## config.mk

```make
export PLATFORM = sky130hd
export DESIGN_NAME = xbus_ctrl
export DESIGN_NICKNAME = d
export VERILOG_FILES = /design/src/rtl/xbus_pkg.sv /design/src/rtl/xbus_seq.sv /design/src/rtl/xbus_dpath.sv /design/src/rtl/xbus_lanes.sv /design/src/rtl/xbus_ctrl.sv
export SDC_FILE = /design/constraint.sdc
export NUM_CORES = 1
export LEC_CHECK = 0
export BUFFER_PORTS_ARGS = -buffer_cell sky130_fd_sc_hd__buf_2
export CAP_MARGIN = 20
export CORE_MARGIN = 2
export CORE_UTILIZATION = 46
export DETAILED_ROUTE_END_ITERATION = 6
export GPL_ROUTABILITY_DRIVEN = 0
export MAX_ROUTING_LAYER = met4
export PLACE_DENSITY = 0.86
export SYNTH_ARGS = -nofsm -noshare
export SYNTH_HDL_FRONTEND = slang
export SYNTH_SLANG_ARGS = --single-unit
```

## constraint.sdc

```tcl
create_clock -name clk -period 1.6 [get_ports clk]
set_input_delay 0.32 -clock clk [delete_from_list [all_inputs] [get_ports clk]]
set_output_delay 0.32 -clock clk [all_outputs]
set_load 0.02 [all_outputs]
```

## src/rtl/xbus_pkg.sv

```systemverilog
package xbus_pkg;
    typedef enum logic [2:0] {
        XS_IDLE,
        XS_ADDR,
        XS_STRB,
        XS_WAIT,
        XS_HELD
    } xbus_state_e;
endpackage

```

## src/rtl/xbus_seq.sv

```systemverilog
module xbus_seq
    import xbus_pkg::*;
#(
    parameter int LIM_W = 2
) (
    input  logic              clk,
    input  logic              rst_n,
    input  logic              req_valid,
    input  logic              hold_req,
    input  logic              pend,
    input  logic              ready_in,
    input  logic [LIM_W-1:0]  wait_lim,
    output xbus_state_e       state,
    output logic              accept,
    output logic              fin,
    output logic              req_ready
);
    xbus_state_e      nxt;
    logic [LIM_W-1:0] wcnt;

    // next-state and transition strobes
    always_comb begin
        nxt    = state;
        accept = 1'b0;
        fin    = 1'b0;
        unique case (state)
            XS_IDLE: begin
                if (pend) begin
                    nxt = XS_ADDR;
                end else if (hold_req) begin
                    nxt = XS_HELD;
                end else if (req_valid) begin
                    nxt    = XS_ADDR;
                    accept = 1'b1;
                end
            end
            XS_ADDR: nxt = XS_STRB;
            XS_STRB: begin
                if ((wait_lim != '0) && !ready_in) begin
                    nxt = XS_WAIT;
                end else begin
                    nxt = XS_IDLE;
                    fin = 1'b1;
                end
            end
            XS_WAIT: begin
                if (ready_in || (wcnt == wait_lim)) begin
                    nxt = XS_IDLE;
                    fin = 1'b1;
                end
            end
            XS_HELD: if (!hold_req) nxt = XS_IDLE;
            default: nxt = XS_IDLE;
        endcase
    end

    // state register and wait counter
    always_ff @(posedge clk or negedge rst_n) begin
        if (!rst_n) begin
            state <= XS_IDLE;
            wcnt  <= '0;
        end else begin
            state <= nxt;
            if (state == XS_STRB)
                wcnt <= {{(LIM_W-1){1'b0}}, 1'b1};
            else if (state == XS_WAIT && !fin)
                wcnt <= wcnt + 1'b1;
        end
    end

    assign req_ready = (state == XS_IDLE) && !pend && !hold_req;
endmodule

```

## src/rtl/xbus_dpath.sv

```systemverilog
module xbus_dpath #(
    parameter int DW = 16
) (
    input  logic          clk,
    input  logic          rst_n,
    input  logic          accept,
    input  logic          fin,
    input  logic          wide_sel,
    input  logic          req_write,
    input  logic          req_word,
    input  logic          req_fetch,
    input  logic [DW-1:0] req_addr,
    input  logic [DW-1:0] req_wdata,
    input  logic [DW-1:0] ad_in,
    output logic [DW-1:0] addr_q,
    output logic [DW-1:0] wdata_q,
    output logic          write_q,
    output logic          word_q,
    output logic          fetch_q,
    output logic          wide_q,
    output logic          second_q,
    output logic          cur_a0,
    output logic          rsp_done,
    output logic [DW-1:0] rsp_rdata
);
    localparam int HB = DW / 2;

    logic split;
    assign split  = word_q && !wide_q;
    assign cur_a0 = (wide_q && word_q) ? 1'b0 : (addr_q[0] | second_q);

    always_ff @(posedge clk or negedge rst_n) begin
        if (!rst_n) begin
            addr_q    <= '0;
            wdata_q   <= '0;
            write_q   <= 1'b0;
            word_q    <= 1'b0;
            fetch_q   <= 1'b0;
            wide_q    <= 1'b0;
            second_q  <= 1'b0;
            rsp_done  <= 1'b0;
            rsp_rdata <= '0;
        end else begin
            rsp_done <= 1'b0;
            if (accept) begin
                addr_q    <= req_addr;
                wdata_q   <= req_wdata;
                write_q   <= req_write;
                word_q    <= req_word;
                fetch_q   <= req_fetch;
                wide_q    <= wide_sel;
                second_q  <= 1'b0;
                rsp_rdata <= '0;
            end else if (fin) begin
                if (split && !second_q) second_q <= 1'b1;
                else begin
                    second_q <= 1'b0;
                    rsp_done <= 1'b1;
                end
                if (!write_q) begin
                    if (wide_q) begin
                        if (word_q)         rsp_rdata <= ad_in;
                        else if (addr_q[0]) rsp_rdata <= {{HB{1'b0}}, ad_in[DW-1:HB]};
                        else                rsp_rdata <= {{HB{1'b0}}, ad_in[HB-1:0]};
                    end else if (second_q) begin
                        rsp_rdata[DW-1:HB] <= ad_in[HB-1:0];
                    end else begin
                        rsp_rdata[HB-1:0] <= ad_in[HB-1:0];
                    end
                end
            end
        end
    end
endmodule

```

## src/rtl/xbus_lanes.sv

```systemverilog
module xbus_lanes
    import xbus_pkg::*;
#(
    parameter int DW = 16
) (
    input  xbus_state_e   state,
    input  logic [DW-2:0] addr_hi,
    input  logic [DW-1:0] wdata_q,
    input  logic          cur_a0,
    input  logic          write_q,
    input  logic          word_q,
    input  logic          wide_q,
    input  logic          fetch_q,
    input  logic          second_q,
    input  logic          cfg_split_wr,
    input  logic          cfg_addr_valid,
    output logic [DW-1:0] ad_out,
    output logic          ad_oe,
    output logic          ctl_oe,
    output logic          addr_strobe,
    output logic          rd_n,
    output logic          wr_n,
    output logic          bhe_n,
    output logic          fetch_out
);
    localparam int HB = DW / 2;

    logic          phase, busy, lane_lo, lane_hi;
    logic [HB-1:0] wbyte;
    logic [DW-1:0] wdrive;

    assign lane_lo = !cur_a0;
    assign lane_hi = wide_q ? (word_q | cur_a0) : cur_a0;
    assign wbyte   = second_q ? wdata_q[DW-1:HB] : wdata_q[HB-1:0];
    assign wdrive  = (wide_q && word_q) ? wdata_q : {wbyte, wbyte};

    // output decode
    always_comb begin
        phase = 1'b0;
        busy  = 1'b0;
        unique case (state)
            XS_ADDR:          busy = 1'b1;
            XS_STRB, XS_WAIT: begin busy = 1'b1; phase = 1'b1; end
            XS_IDLE, XS_HELD: ;
            default:          ;
        endcase
        ad_out      = '0;
        if (state == XS_ADDR)        ad_out = {addr_hi, cur_a0};
        else if (phase && write_q)   ad_out = wdrive;
        ad_oe       = (state == XS_ADDR) || (phase && write_q);
        ctl_oe      = (state != XS_HELD);
        addr_strobe = cfg_addr_valid ? !busy : (state == XS_ADDR);
        rd_n        = !(phase && !write_q);
        if (cfg_split_wr) begin
            wr_n  = !(phase && write_q && lane_lo);
            bhe_n = !(phase && write_q && lane_hi);
        end else begin
            wr_n  = !(phase && write_q);
            bhe_n = !(busy && wide_q && lane_hi);
        end
        fetch_out = busy && fetch_q;
    end
endmodule

```

## src/rtl/xbus_ctrl.sv

```systemverilog
module xbus_ctrl
    import xbus_pkg::*;
#(
    parameter int DW    = 16,
    parameter int LIM_W = 2
) (
    input  logic             clk,
    input  logic             rst_n,
    input  logic             cfg_wide_en,
    input  logic             cfg_addr_valid,
    input  logic             cfg_split_wr,
    input  logic [LIM_W-1:0] cfg_wait_lim,
    input  logic             cfg_hold_en,
    input  logic             req_valid,
    output logic             req_ready,
    input  logic             req_write,
    input  logic             req_word,
    input  logic             req_fetch,
    input  logic [DW-1:0]    req_addr,
    input  logic [DW-1:0]    req_wdata,
    output logic             rsp_done,
    output logic [DW-1:0]    rsp_rdata,
    input  logic             bus_width_in,
    input  logic             ready_in,
    input  logic             hold_in,
    output logic             hold_ack,
    output logic             bus_req,
    input  logic [DW-1:0]    ad_in,
    output logic [DW-1:0]    ad_out,
    output logic             ad_oe,
    output logic             ctl_oe,
    output logic             addr_strobe,
    output logic             rd_n,
    output logic             wr_n,
    output logic             bhe_n,
    output logic             fetch_out
);
    xbus_state_e   state;
    logic          accept, fin, hold_req;
    logic [DW-1:0] addr_q, wdata_q;
    logic          write_q, word_q, fetch_q, wide_q, second_q, cur_a0;

    assign hold_req = cfg_hold_en && hold_in;
    assign hold_ack = (state == XS_HELD);
    assign bus_req  = (state == XS_HELD) && req_valid;

    xbus_seq #(.LIM_W(LIM_W)) u_seq (
        .clk(clk), .rst_n(rst_n), .req_valid(req_valid), .hold_req(hold_req),
        .pend(second_q), .ready_in(ready_in), .wait_lim(cfg_wait_lim),
        .state(state), .accept(accept), .fin(fin), .req_ready(req_ready)
    );

    xbus_dpath #(.DW(DW)) u_dpath (
        .clk(clk), .rst_n(rst_n), .accept(accept), .fin(fin),
        .wide_sel(cfg_wide_en && bus_width_in), .req_write(req_write),
        .req_word(req_word), .req_fetch(req_fetch), .req_addr(req_addr),
        .req_wdata(req_wdata), .ad_in(ad_in), .addr_q(addr_q), .wdata_q(wdata_q),
        .write_q(write_q), .word_q(word_q), .fetch_q(fetch_q), .wide_q(wide_q),
        .second_q(second_q), .cur_a0(cur_a0), .rsp_done(rsp_done),
        .rsp_rdata(rsp_rdata)
    );

    xbus_lanes #(.DW(DW)) u_lanes (
        .state(state), .addr_hi(addr_q[DW-1:1]), .wdata_q(wdata_q),
        .cur_a0(cur_a0), .write_q(write_q), .word_q(word_q), .wide_q(wide_q),
        .fetch_q(fetch_q), .second_q(second_q), .cfg_split_wr(cfg_split_wr),
        .cfg_addr_valid(cfg_addr_valid), .ad_out(ad_out), .ad_oe(ad_oe),
        .ctl_oe(ctl_oe), .addr_strobe(addr_strobe), .rd_n(rd_n), .wr_n(wr_n),
        .bhe_n(bhe_n), .fetch_out(fetch_out)
    );
endmodule

```

==> results of run 1 <==
routing by layer:
metal | track usage, % | wire, um | vias up
met4 | 9.517 | 255 | 0
met2 | 41.26 | 5438 | 156
met5 | - | 0 | -
met1 | 31.73 | 4091 | 1478
li1 | - | - | 1338
met3 | 3.619 | 647 | 24
metrics by stage:
step / std cells / hold WS [ns]
CTS: 514 / 0.2024
detailed placement: 484 / 0.3514
floorplan: 286 / 0.02441
global route: 532 / 0.2068
finish: 532 / 0.2166
global placement: 484 / 0.3440
report_power, final:
group | leakage [nW] | switching [W] | internal [W] | total (W)
logic | 1.72 | 0.00281 | 0.00291 | 0.00572
clock network | 0.113 | 0.000608 | 0.000961 | 0.00157
registers | 0.728 | 0.000706 | 0.00222 | 0.00293
area by class of cell:
class	instances	area [um^2]	area share, %
clock inverters	4	72.57	1.459
repair buffers	165	1315	26.43
clock buffers	12	155.1	3.119
flip-flops and latches	59	1479	29.73
multi-input cells	207	1834	36.87
inverters	5	18.77	0.3773
well taps	80	100.1	2.012
cells by family after synthesis:
| group | Yosys count |
|---|---|
| mux | 78 |
| buf+inv | 20 |
| xor+xnor | 2 |
| compound gates | 46 |
| simple gates | 81 |
| flops | 59 |
worst max path at each step:
stage / startpoint / end / slack (ns)
global route: u_seq.state[1]$_DFFE_PN0P_ / ad_out[7] / -0.48
global placement: u_seq.state[1]$_DFFE_PN0P_ / u_seq.state[0]$_DFFE_PN0P_ / 0.005
detailed placement: u_dpath.second_q$_DFFE_PN0P_ / u_dpath.wdata_q[7]$_DFFE_PN0N_ / -0.04
finish: u_dpath.wide_q$_DFFE_PN0N_ / ad_out[8] / -0.43
floorplan: u_seq.state[2]$_DFFE_PN0P_ / ad_out[11] / -0.12
CTS: u_dpath.wide_q$_DFFE_PN0N_ / ad_out[6] / -0.36
cells in the mapped netlist (3+ instances only):
cell type	n
o21ai_0	15
nor2_1	9
buf_2	10
mux2i_1	42
o21ai_1	7
a21o_1	3
nand2_1	44
nor2b_1	9
dfrtp_1	59
mux2_2	32
inv_1	5
clkbuf_1	4
mux2_1	4
a21oi_1	12
what timing repair did:
action | 4_1_cts | 5_1_grt
endpoints found under the setup margin | 52 | 81
setup buffers | 11 | 20
gates resized for setup | 49 | 64
cloned | 3 | 4
hold buffers | 1 | 0
pin swaps | 5 | 25
endpoints found under the hold margin | 31 | 0
registers in the layout, indices dropped and copies added, names as in the netlist:
register           flops
u_dpath.word_q         1
u_dpath.wide_q         1
u_dpath.rsp_rdata     16
u_seq.state            3
u_dpath.second_q       1
u_seq.wcnt             2
u_dpath.write_q        1
u_dpath.fetch_q        1
u_dpath.rsp_done       1
u_dpath.addr_q        16
u_dpath.wdata_q       16
==> summary.txt, run 1 <==
Hold path
  • Hold_sp: req_wdata[15]
  • Hold Crit Class: input pin to flip-flop
  • Hold Path Cell Cnt: 2
  • Hold path endpoint: u_dpath.wdata_q[15]$_DFFE_PN0N_

Critical path
  • Reg-to-Reg End: u_dpath.addr_q[12]$_DFFE_PN0N_
  • Setup CP Type: flip-flop to output port
  • CP bufs+invs: 2
  • CP Data Required Time: 1.28 ns
  • Critical Path Fanout Max: 8
  • Arrival @ worst endpoint: 1.71 ns
  • Reg2reg setup slack: -0.19 ns
  • Max incr delay on CP: 0.42 ns
  • Logic depth of the worst path, buffers included: 6
  • Crit. End Element: output port
  • Cell class contributing the biggest share of worst-path delay: flip-flops
  • CP startpoint kind: flip-flop
  • Path depth of the worst reg2reg path: 7
  • CP Cell Sequence: and2_4, nor2_4, buf_12, mux2i_4, o21ai_1, buf_2
  • Reg2Reg Launch Point: u_seq.state[1]$_DFFE_PN0P_
  • Slowest-stage cell, CP: dfrtp_1

Global route
  • Largest net degree at the start of global routing: 60
  • GRT Resource Usage Total: 25.16%
  • First-pass GRT wire length: 14,120 um
  • Overflow after GRT: 0
  • Number of global-route vias before repair: 2,891
  • Antenna violations before repair: 0

Yosys
  • Number of distinct library cells after synthesis: 36
  • Synth area leaders: dfrtp_1 47%, mux2i_1 13%, mux2_2 12%
  • Cell count after synthesis: 286
  • Largest family of logic cells by synthesized area: multiplexers
  • Register area share after synthesis: 47.33%
  • Compound-Gate Fraction of Synth Area: 9.988%
  • Syn. warnings: 0
  • Post-Syn Nets: 349
  • Simple-Gate Fraction of Synth Area: 12.84%
  • Post-synth EDFFs: 0
  • Post-synthesis adder-cell area fraction: 0%
  • Mux cell area share after synthesis: 26.47%
  • Leading area contributor after synthesis: dfrtp_1
  • Ys async rst share: 100.0%
  • Share of Yosys cell area claimed by the top area cell type: 47.33%
  • Mean Syn Cell Area: 10.91 um^2
  • Synth Cell Area: 3119 um^2
  • Post-Synth XOR/XNOR Area: 0.5616%
  • Synth Register Bits: 59
  • Synth Flop Type: dfrtp_1

Cells and area
  • Share of cells above drive strength 1: 58.63%
  • Fin area: 4975 um^2
  • Commonest cells after routing, fill and taps aside: 93 x buf_2, 57 x dfrtp_1, 39 x mux2i_1, 30 x buf_4
  • Inserted Diodes: 0
  • Synth-to-Final Area Change: 59.49%
  • Post-layout util: 74.46%
  • Filler instances: 419
  • Commonest non-fill, non-tap cell in the layout: buf_2
  • Final net count: 510

Placement
  • Post-DP HPWL: 5832 um
  • Placed inst area: 3988 um^2
  • Setup WS pre-CTS: -0.03818 ns
  • Port bufs: 105

Die
  • # rows: 30
  • I/O pin count: 106
  • Starting Density: 46.69%
  • Die Y-Extent: 86.35 um
  • Die Width: 86.35 um
  • Core Footprint: 6681 um^2
  • Die Area: 7455 um^2

Pwr
  • Total power: 0.01022 W
  • Power density over the cells: 2054 nW/um^2
  • Leakage power total: 2.560 nW
  • Maximum VDD drop: 812.6 uV

STA
  • Worst Max-Slew Pin Slew: 0.3814 ns
  • Final worst path period need: 2.034 ns
  • Worst setup margin: -0.4343 ns
  • Fin. Hold Viols: 0
  • Final period util: 127.1%
  • Final setup TNS: -14.10 ns
  • Max Freq: 491.6 MHz
  • Endpoints failing setup: 78
  • Final Max Tran Viols: 0
  • RSZ-0062 raised after global routing: yes
  • Relative slew slack: 73.91%
  • Skew final: 0.01237 ns

Clocking
  • Max Root-Sink Buffers: 2
  • Clk root buf: clkbuf_8
  • # H-tree levels: 3
  • TritonCTS sink count: 59
  • Clk_lat worst skew: 0.33 ns
  • CTS Buf Count: 9
  • Worst-path clk slew: 0.08 ns
  • CTS tree: yes

Run
  • Max cap viols: 0

Routing
  • Vias per cell: 5.632
  • Detailed Routing Iterations Pass 1: 7
  • Routed len/inst: 19.61 um
  • DRC: 0
  • Routed WL: 10,430 um
  • Initial drt markers: 201
  • Vias: 2,996
  • Final ANT Viol Nets: 0

Run status
  • Failing checks: negative setup slack
  • Status: finished, violations left
No activity file was read; power rests on OpenSTA's default activity.
==> run 2: changes to the inputs <==
--- a/config.mk
+++ b/config.mk
@@ -7,7 +7,6 @@
 export LEC_CHECK = 0
 export BUFFER_PORTS_ARGS = -buffer_cell sky130_fd_sc_hd__buf_2
 export CAP_MARGIN = 20
-export CORE_MARGIN = 2
 export CORE_UTILIZATION = 46
 export DETAILED_ROUTE_END_ITERATION = 6
 export GPL_ROUTABILITY_DRIVEN = 0
==> run 2 against run 1 <==
The flow finishes with violations (design-rule violations, negative setup slack). Non-clock buffer count down 1. Worst setup slack worse by 0.0069 ns. Sequential cell count unchanged. Combinational power up 3%. Final cell count down 0.75%. Total power up 2.3%. Maximum frequency down 0.34%. Clock skew up 0.0018 ns. Critical path type unchanged. Largest cell class unchanged.
==> summary.txt, run 2 (synthesis results as in run 1) <==
Global route
  • Overflow after GRT: 0 (unchanged)
  • First-pass GRT wire length: 15,050 um (+6.6%)
  • GRT Resource Usage Total: 28.77% (+3.6 points)
  • Met2 Use GR: 44.71% (+3.5 points)
  • Number of global-route vias before repair: 2,965 (+2.6%)
  • M1 GR Usage: 35.32% (+3.6 points)
  • Antenna violations before repair: 0 (unchanged)
  • Most used routing layer: met2
  • Grt met3 use: 5.408% (+1.8 points)
  • Largest net degree at the start of global routing: 25 (-58%)

Cells and area
  • Post-Layout Cell Count: 528 (-0.75%)
  • Commonest cells after routing, fill and taps aside: 86 x buf_2, 56 x dfrtp_1, 31 x mux2i_1, 31 x nand2_1, 31 x buf_6
  • Final net count: 509 (-0.20%)
  • Commonest non-fill, non-tap cell in the layout: buf_2
  • Synth-to-Final Area Change: 61.81%
  • Share of cells above drive strength 1: 60.75% (+2.1 points)
  • Fin area: 5047 um^2 (+1.5%)
  • Biggest regs: u_dpath.addr_q: 16 flops, u_dpath.rsp_rdata: 16 flops, u_dpath.wdata_q: 16 flops
  • Inserted Diodes: 0 (unchanged)

Routing
  • Vias per cell: 5.765 (+2.4%)
  • DRC: 9 (+9)
  • Initial drt markers: 180 (-10%)
  • Routed WL: 10,920 um (+4.7%)
  • Detailed Routing Iterations Pass 1: 7 (unchanged)
  • Routed len/inst: 20.69 um (+5.5%)
  • Final ANT Viol Nets: 0 (unchanged)
  • Vias: 3,044 (+1.6%)

STA
  • Max Freq: 489.9 MHz (-0.34%)
  • Final Max Tran Viols: 0 (unchanged)
  • Endpoints failing setup: 79 (+1.3%)
  • Skew final: 0.01418 ns (+0.001811 ns)
  • Final period util: 127.6% (+0.43 points)
  • Worst setup margin: -0.4412 ns (-0.006907 ns)
  • Worst hold slack: 0.1909 ns (-0.02569 ns)
  • Final setup TNS: -16.75 ns (-2.652 ns)
  • Relative slew slack: 58.54% (-15 points)
  • Final worst path period need: 2.041 ns (+0.006907 ns)
  • Fin. Hold Viols: 0 (unchanged)
  • Worst Max-Slew Pin Slew: 0.6219 ns (+0.2405 ns)
  • RSZ-0062 raised after global routing: yes

Critical path
  • Reg2reg setup slack: -0.29 ns (-0.10 ns)
  • CP Data Required Time: 1.28 ns (about the same)
  • Reg-to-Reg End: u_dpath.wdata_q[9]$_DFFE_PN0N_
  • Arrival @ worst endpoint: 1.72 ns (about the same)
  • Reg2Reg Launch Point: u_seq.state[2]$_DFFE_PN0P_
  • Path depth of the worst reg2reg path: 8 (+1)
  • CP endpoint: ad_out[1]
  • Setup CP Type: flip-flop to output port
  • Crit. End Element: output port
  • CP Launch Point: u_seq.state[2]$_DFFE_PN0P_
  • CP startpoint kind: flip-flop
  • Critical Path Fanout Max: 4 (-4)

Clocking
  • Max Root-Sink Buffers: 2 (unchanged)
  • TritonCTS sink count: 59 (unchanged)
  • CTS tree: yes
  • Clk root buf: clkbuf_8
  • CTS Buf Count: 9 (unchanged)
  • # H-tree levels: 3 (unchanged)
  • Worst-path clk slew: 0.08 ns (about the same)
  • Clk_lat worst skew: 0.36 ns (+0.03 ns)

Placement
  • Placed inst area: 3976 um^2 (-0.28%)
  • Post-DP HPWL: 5723 um (-1.9%)
  • Port bufs: 105 (unchanged)
  • Placed Cells: 480 (-0.83%)

Die
  • Die Y-Extent: 84.35 um (-2.3%)
  • Core Footprint: 6459 um^2 (-3.3%)
  • Starting Density: 48.30% (+1.6 points)
  • Die Width: 84.35 um (-2.3%)
  • I/O pin count: 106 (unchanged)
  • Die Area: 7114 um^2 (-4.6%)
  • # rows: 29 (-3.3%)

Hold path
  • Hold_sp: req_addr[3]
  • Hold Crit Class: input pin to flip-flop

Run status
  • Status: finished, violations left
  • Failing checks: design-rule violations, negative setup slack

Run
  • Max cap viols: 0 (unchanged)

Pwr
  • Power density over the cells: 2071 nW/um^2 (+0.85%)
  • Maximum VDD drop: 1300 uV (+60%)
  • Total power: 0.01046 W (+2.3%)
  • Leakage power total: 2.563 nW (about the same)
-- run 2: cell count changes in the layout (fill, tap and decap cells not counted), moves of 2 or more --
cell	previous run	this run
buf_6	27	31
o21ai_2	4	6
nor2_2	4	1
mux2i_1	39	31
nand2_4	9	7
nand2_1	29	31
buf_2	93	86
mux2i_2	1	10
nor2_1	4	6
clkbuf_16	3	5
-- run 2: worst min path at each step --
stage                                endpoint  depth (start not counted)
6_report        u_dpath.addr_q[3]$_DFFE_PN0N_                          2
5_1_grt        u_dpath.addr_q[11]$_DFFE_PN0N_                          2
4_1_cts        u_dpath.addr_q[11]$_DFFE_PN0N_                          2
3_5_place_dp    u_dpath.addr_q[9]$_DFFE_PN0N_                          1
3_3_place_gp    u_dpath.addr_q[9]$_DFFE_PN0N_                          1
2_1_floorplan   u_dpath.addr_q[0]$_DFFE_PN0N_                          0
-- run 2: final cells by class --
type / instances / area (um^2)
Multi-Input combinational cell: 207 / 1837
Clock buffer: 10 / 137.6
Inverter: 5 / 22.52
Clock inverter: 6 / 86.33
Tap cell: 77 / 96.34
Timing Repair Buffer: 164 / 1388
Fill cell: 380 / 1411
Sequential cell: 59 / 1480
-- run 2: routing by layer --
layer | routed length [um] | up-vias
met5 | 0 | -
met4 | 388 | 0
met3 | 647 | 35
met2 | 5523 | 160
met1 | 4363 | 1521
li1 | - | 1328
-- run 2: worst max-delay path, stage by stage (launching register included) --
cell and delay [ns]:
dfrtp_2 0.44, and2b_2 0.28, nand2_4 0.10, clkbuf_16 0.18, o21ai_1 0.19, buf_4 0.18
-- run 2: repair_timing --
| item | CTS | global route |
|---|---|---|
| hold buffers | 1 | 0 |
| endpoints found under the hold margin | 22 | 0 |
| gates resized for setup | 57 | 78 |
| gates cloned | 4 | 5 |
| pin swaps | 9 | 24 |
| buffers inserted | 10 | 15 |
| setup endpoints to repair | 43 | 81 |
-- run 2: per-stage QoR --
step | worst slack [ns] | util [%]
floorplan | -0.1162 | -
global placement | 0.02385 | 61.57
detailed placement | -0.04759 | 61.57
CTS | -0.3504 | 71.58
global route | -0.4717 | 78.15
finish | -0.4412 | 78.15
-- run 2: power by group --
group	internal, W	switching [W]
Clock	0.000919	0.000644
Sequential	0.00223	0.000751
Combinational	0.00306	0.00286
==> run 3: changes to the inputs <==
--- a/config.mk
+++ b/config.mk
@@ -5,13 +5,13 @@
 export SDC_FILE = /design/constraint.sdc
 export NUM_CORES = 1
 export LEC_CHECK = 0
-export BUFFER_PORTS_ARGS = -buffer_cell sky130_fd_sc_hd__buf_2
 export CAP_MARGIN = 20
-export CORE_UTILIZATION = 46
+export CORE_UTILIZATION = 57
 export DETAILED_ROUTE_END_ITERATION = 6
+export DONT_BUFFER_PORTS = 1
 export GPL_ROUTABILITY_DRIVEN = 0
 export MAX_ROUTING_LAYER = met4
-export PLACE_DENSITY = 0.86
+export PLACE_DENSITY = 0.83
 export SYNTH_ARGS = -nofsm -noshare
 export SYNTH_HDL_FRONTEND = slang
 export SYNTH_SLANG_ARGS = --single-unit
==> run 3 against run 2 <==
Sequential power grew 9.1%. Maximum frequency up 2.6%. Wire length shrank 10%. The flow finishes with violations (negative hold slack, negative setup slack). Global-route usage rose by 1.7 points. Utilization up 7.3 points. Non-clock buffer count down 99. Largest power group unchanged. Critical path depth up 1. Clock-buffer cell count increased by 4. Critical path type unchanged. Register-to-register slack improved by 0.05 ns.
==> summary.txt, run 3 (synthesis results as in run 1) <==
Routing
  • DRC: 0 (-9)
  • Routed len/inst: 23.18 um (+12%)
  • Vias: 2,629 (-14%)
  • Initial drt markers: 199 (+11%)
  • Vias per cell: 6.200 (+7.6%)
  • Routed WL: 9830 um (-10%)
  • Detailed Routing Iterations Pass 1: 4 (-3)
  • Final ANT Viol Nets: 0 (unchanged)

STA
  • Max Freq: 502.9 MHz (+2.6%)
  • Final period util: 124.3% (-3.3 points)
  • Relative slew slack: 70.22% (+12 points)
  • RSZ-0062 raised after global routing: yes
  • Endpoints failing setup: 78 (-1.3%)
  • Worst hold slack: -0.3287 ns (-0.5195 ns)
  • Worst setup margin: -0.3886 ns (+0.05261 ns)
  • Worst Max-Slew Pin Slew: 0.4354 ns (-0.1865 ns)
  • Fin. Hold Viols: 59 (+59)
  • Final worst path period need: 1.989 ns (-0.05261 ns)
  • Final Max Tran Viols: 0 (unchanged)
  • Skew final: 0.01684 ns (+0.002662 ns)

Global route
  • Overflow after GRT: 0 (unchanged)
  • M1 GR Usage: 34.69% (-0.62 points)
  • Most used routing layer: met2
  • Met2 Use GR: 51.00% (+6.3 points)
  • Largest net degree at the start of global routing: 60 (+140%)
  • Antenna violations before repair: 1 (+1)
  • GRT Resource Usage Total: 30.44% (+1.7 points)
  • Grt met3 use: 8.383% (+3.0 points)
  • Number of global-route vias before repair: 2,550 (-14%)
  • First-pass GRT wire length: 13,030 um (-13%)

Placement
  • Placed inst area: 3507 um^2 (-12%)
  • Setup WS pre-CTS: -0.06039 ns (-0.01280 ns)
  • Port bufs: 0 (-100%)
  • Post-DP HPWL: 5026 um (-12%)

Cells and area
  • Fin area: 4418 um^2 (-12%)
  • Share of cells above drive strength 1: 49.43% (-11 points)
  • Synth-to-Final Area Change: 41.64%
  • Commonest cells after routing, fill and taps aside: 56 x dfrtp_1, 37 x mux2i_1, 32 x mux2_2, 30 x buf_4, 25 x nand2_1
  • Commonest non-fill, non-tap cell in the layout: dfrtp_1
  • Register Area: 1480 um^2 (unchanged)
  • Filler instances: 242 (-36%)
  • Biggest regs: u_dpath.addr_q: 16 flops, u_dpath.rsp_rdata: 16 flops, u_dpath.wdata_q: 16 flops
  • Area of the multi-input gates: 1856 um^2 (+1.0%)
  • Final net count: 410 (-19%)

Critical path
  • CP bufs+invs: 2 (unchanged)
  • Max incr delay on CP: 0.40 ns (-0.04 ns)
  • Slowest-stage cell, CP: dfrtp_1
  • CP startpoint kind: flip-flop
  • Reg2reg setup slack: -0.24 ns (+0.05 ns)
  • Path depth of the worst reg2reg path: 7 (-1)
  • Crit. End Element: output port
  • CP Cell Sequence: and2_4, nor2_4, buf_12, mux2i_1, o21ai_1, buf_4
  • CP Data Required Time: 1.28 ns (about the same)
  • Critical Path Fanout Max: 8 (+4)
  • Logic depth of the worst path, buffers included: 6 (+1)
  • Setup CP Type: flip-flop to output port
  • Arrival @ worst endpoint: 1.67 ns (-0.05 ns)
  • Cell class contributing the biggest share of worst-path delay: flip-flops

Die
  • # rows: 26 (-10%)
  • Starting Density: 60.30% (+12 points)
  • Die Width: 75.98 um (-9.9%)
  • Die Area: 5772 um^2 (-19%)
  • I/O pin count: 106 (unchanged)
  • Core Footprint: 5172 um^2 (-20%)
  • Die Y-Extent: 75.98 um (-9.9%)

Pwr
  • Leakage power total: 2.085 nW (-19%)
  • Total power: 0.009645 W (-7.8%)
  • Power density over the cells: 2183 nW/um^2 (+5.4%)
  • Maximum VDD drop: 1390 uV (+6.9%)

Run status
  • Status: finished, violations left
  • Failing checks: negative hold slack, negative setup slack

Clocking
  • CTS tree: yes
  • Worst-path clk slew: 0.08 ns (about the same)
  • Clk_lat worst skew: 0.33 ns (-0.03 ns)
  • Max Root-Sink Buffers: 2 (unchanged)
  • CTS Buf Count: 9 (unchanged)
  • Clk root buf: clkbuf_8
  • # H-tree levels: 3 (unchanged)
  • TritonCTS sink count: 59 (unchanged)

Run
  • Max cap viols: 0 (unchanged)

Hold path
  • Hold Crit Class: input pin to asynchronous set/reset pin
-- run 3: final cells by class --
type,instances,share of cell area (%)
multi-input cells,207,42.00
clock inverters,2,0.7930
flip-flops and latches,59,33.50
diodes,2,0.1133
well taps,70,1.982
repair buffers,65,17.59
inverters,5,0.5664
clock buffers,14,3.455
-- run 3: where the power goes --
part           total [W]  switching (W)  internal [W]
registers        0.00325        0.00102       0.00222
logic            0.00505        0.00239       0.00266
clock network    0.00135       0.000587      0.000764
-- run 3: routing by layer --
layer	up-vias	routed length (um)
met2	167	4903
met3	23	866
met4	0	291
met5	-	0
met1	1306	3769
li1	1133	-
-- run 3: repair_timing --
action / CTS / global route
setup endpoints to repair: 26 / 81
gates resized for setup: 52 / 53
pin swaps: 6 / 15
buffers inserted: 11 / 9
endpoints found under the hold margin: 59 / 59
cloned: 2 / 6
-- run 3: worst register-to-register path: cells and delay by family, from the launching register on --
family | cells | cell delay, ns
buffers and inverters | 5 | 0.74
flip-flops | 1 | 0.42
multiplexers | 1 | 0.34
AND/OR/NAND/NOR | 1 | 0.21
-- run 3: per-stage QoR --
step	TNS, ns	std cells	util, %	hold slack, ns
detailed placement	-0.1053	380	67.80	0.02515
CTS	-8.024	408	77.53	-0.3372
finish	-16.07	424	85.41	-0.3287
global route	-20.21	423	85.37	-0.3404
global placement	0	380	67.80	0.02539
floorplan	-1.585	286	-	0.02441
-- run 3: path summary, 6_finish.rpt --
kind | to | startpoint
worst max-delay path | ad_out[13] | u_dpath.wide_q$_DFFE_PN0N_
worst max register to register | u_dpath.wdata_q[7]$_DFFE_PN0N_ | u_seq.state[2]$_DFFE_PN0P_
min in group clk | u_dpath.addr_q[12]$_DFFE_PN0N_ | req_addr[12]
max in group asynchronous | u_dpath.second_q$_DFFE_PN0P_ | rst_n
worst min register to register | u_dpath.addr_q[12]$_DFFE_PN0N_ | u_dpath.addr_q[12]$_DFFE_PN0N_
worst min-delay path | u_dpath.addr_q[1]$_DFFE_PN0N_ | rst_n
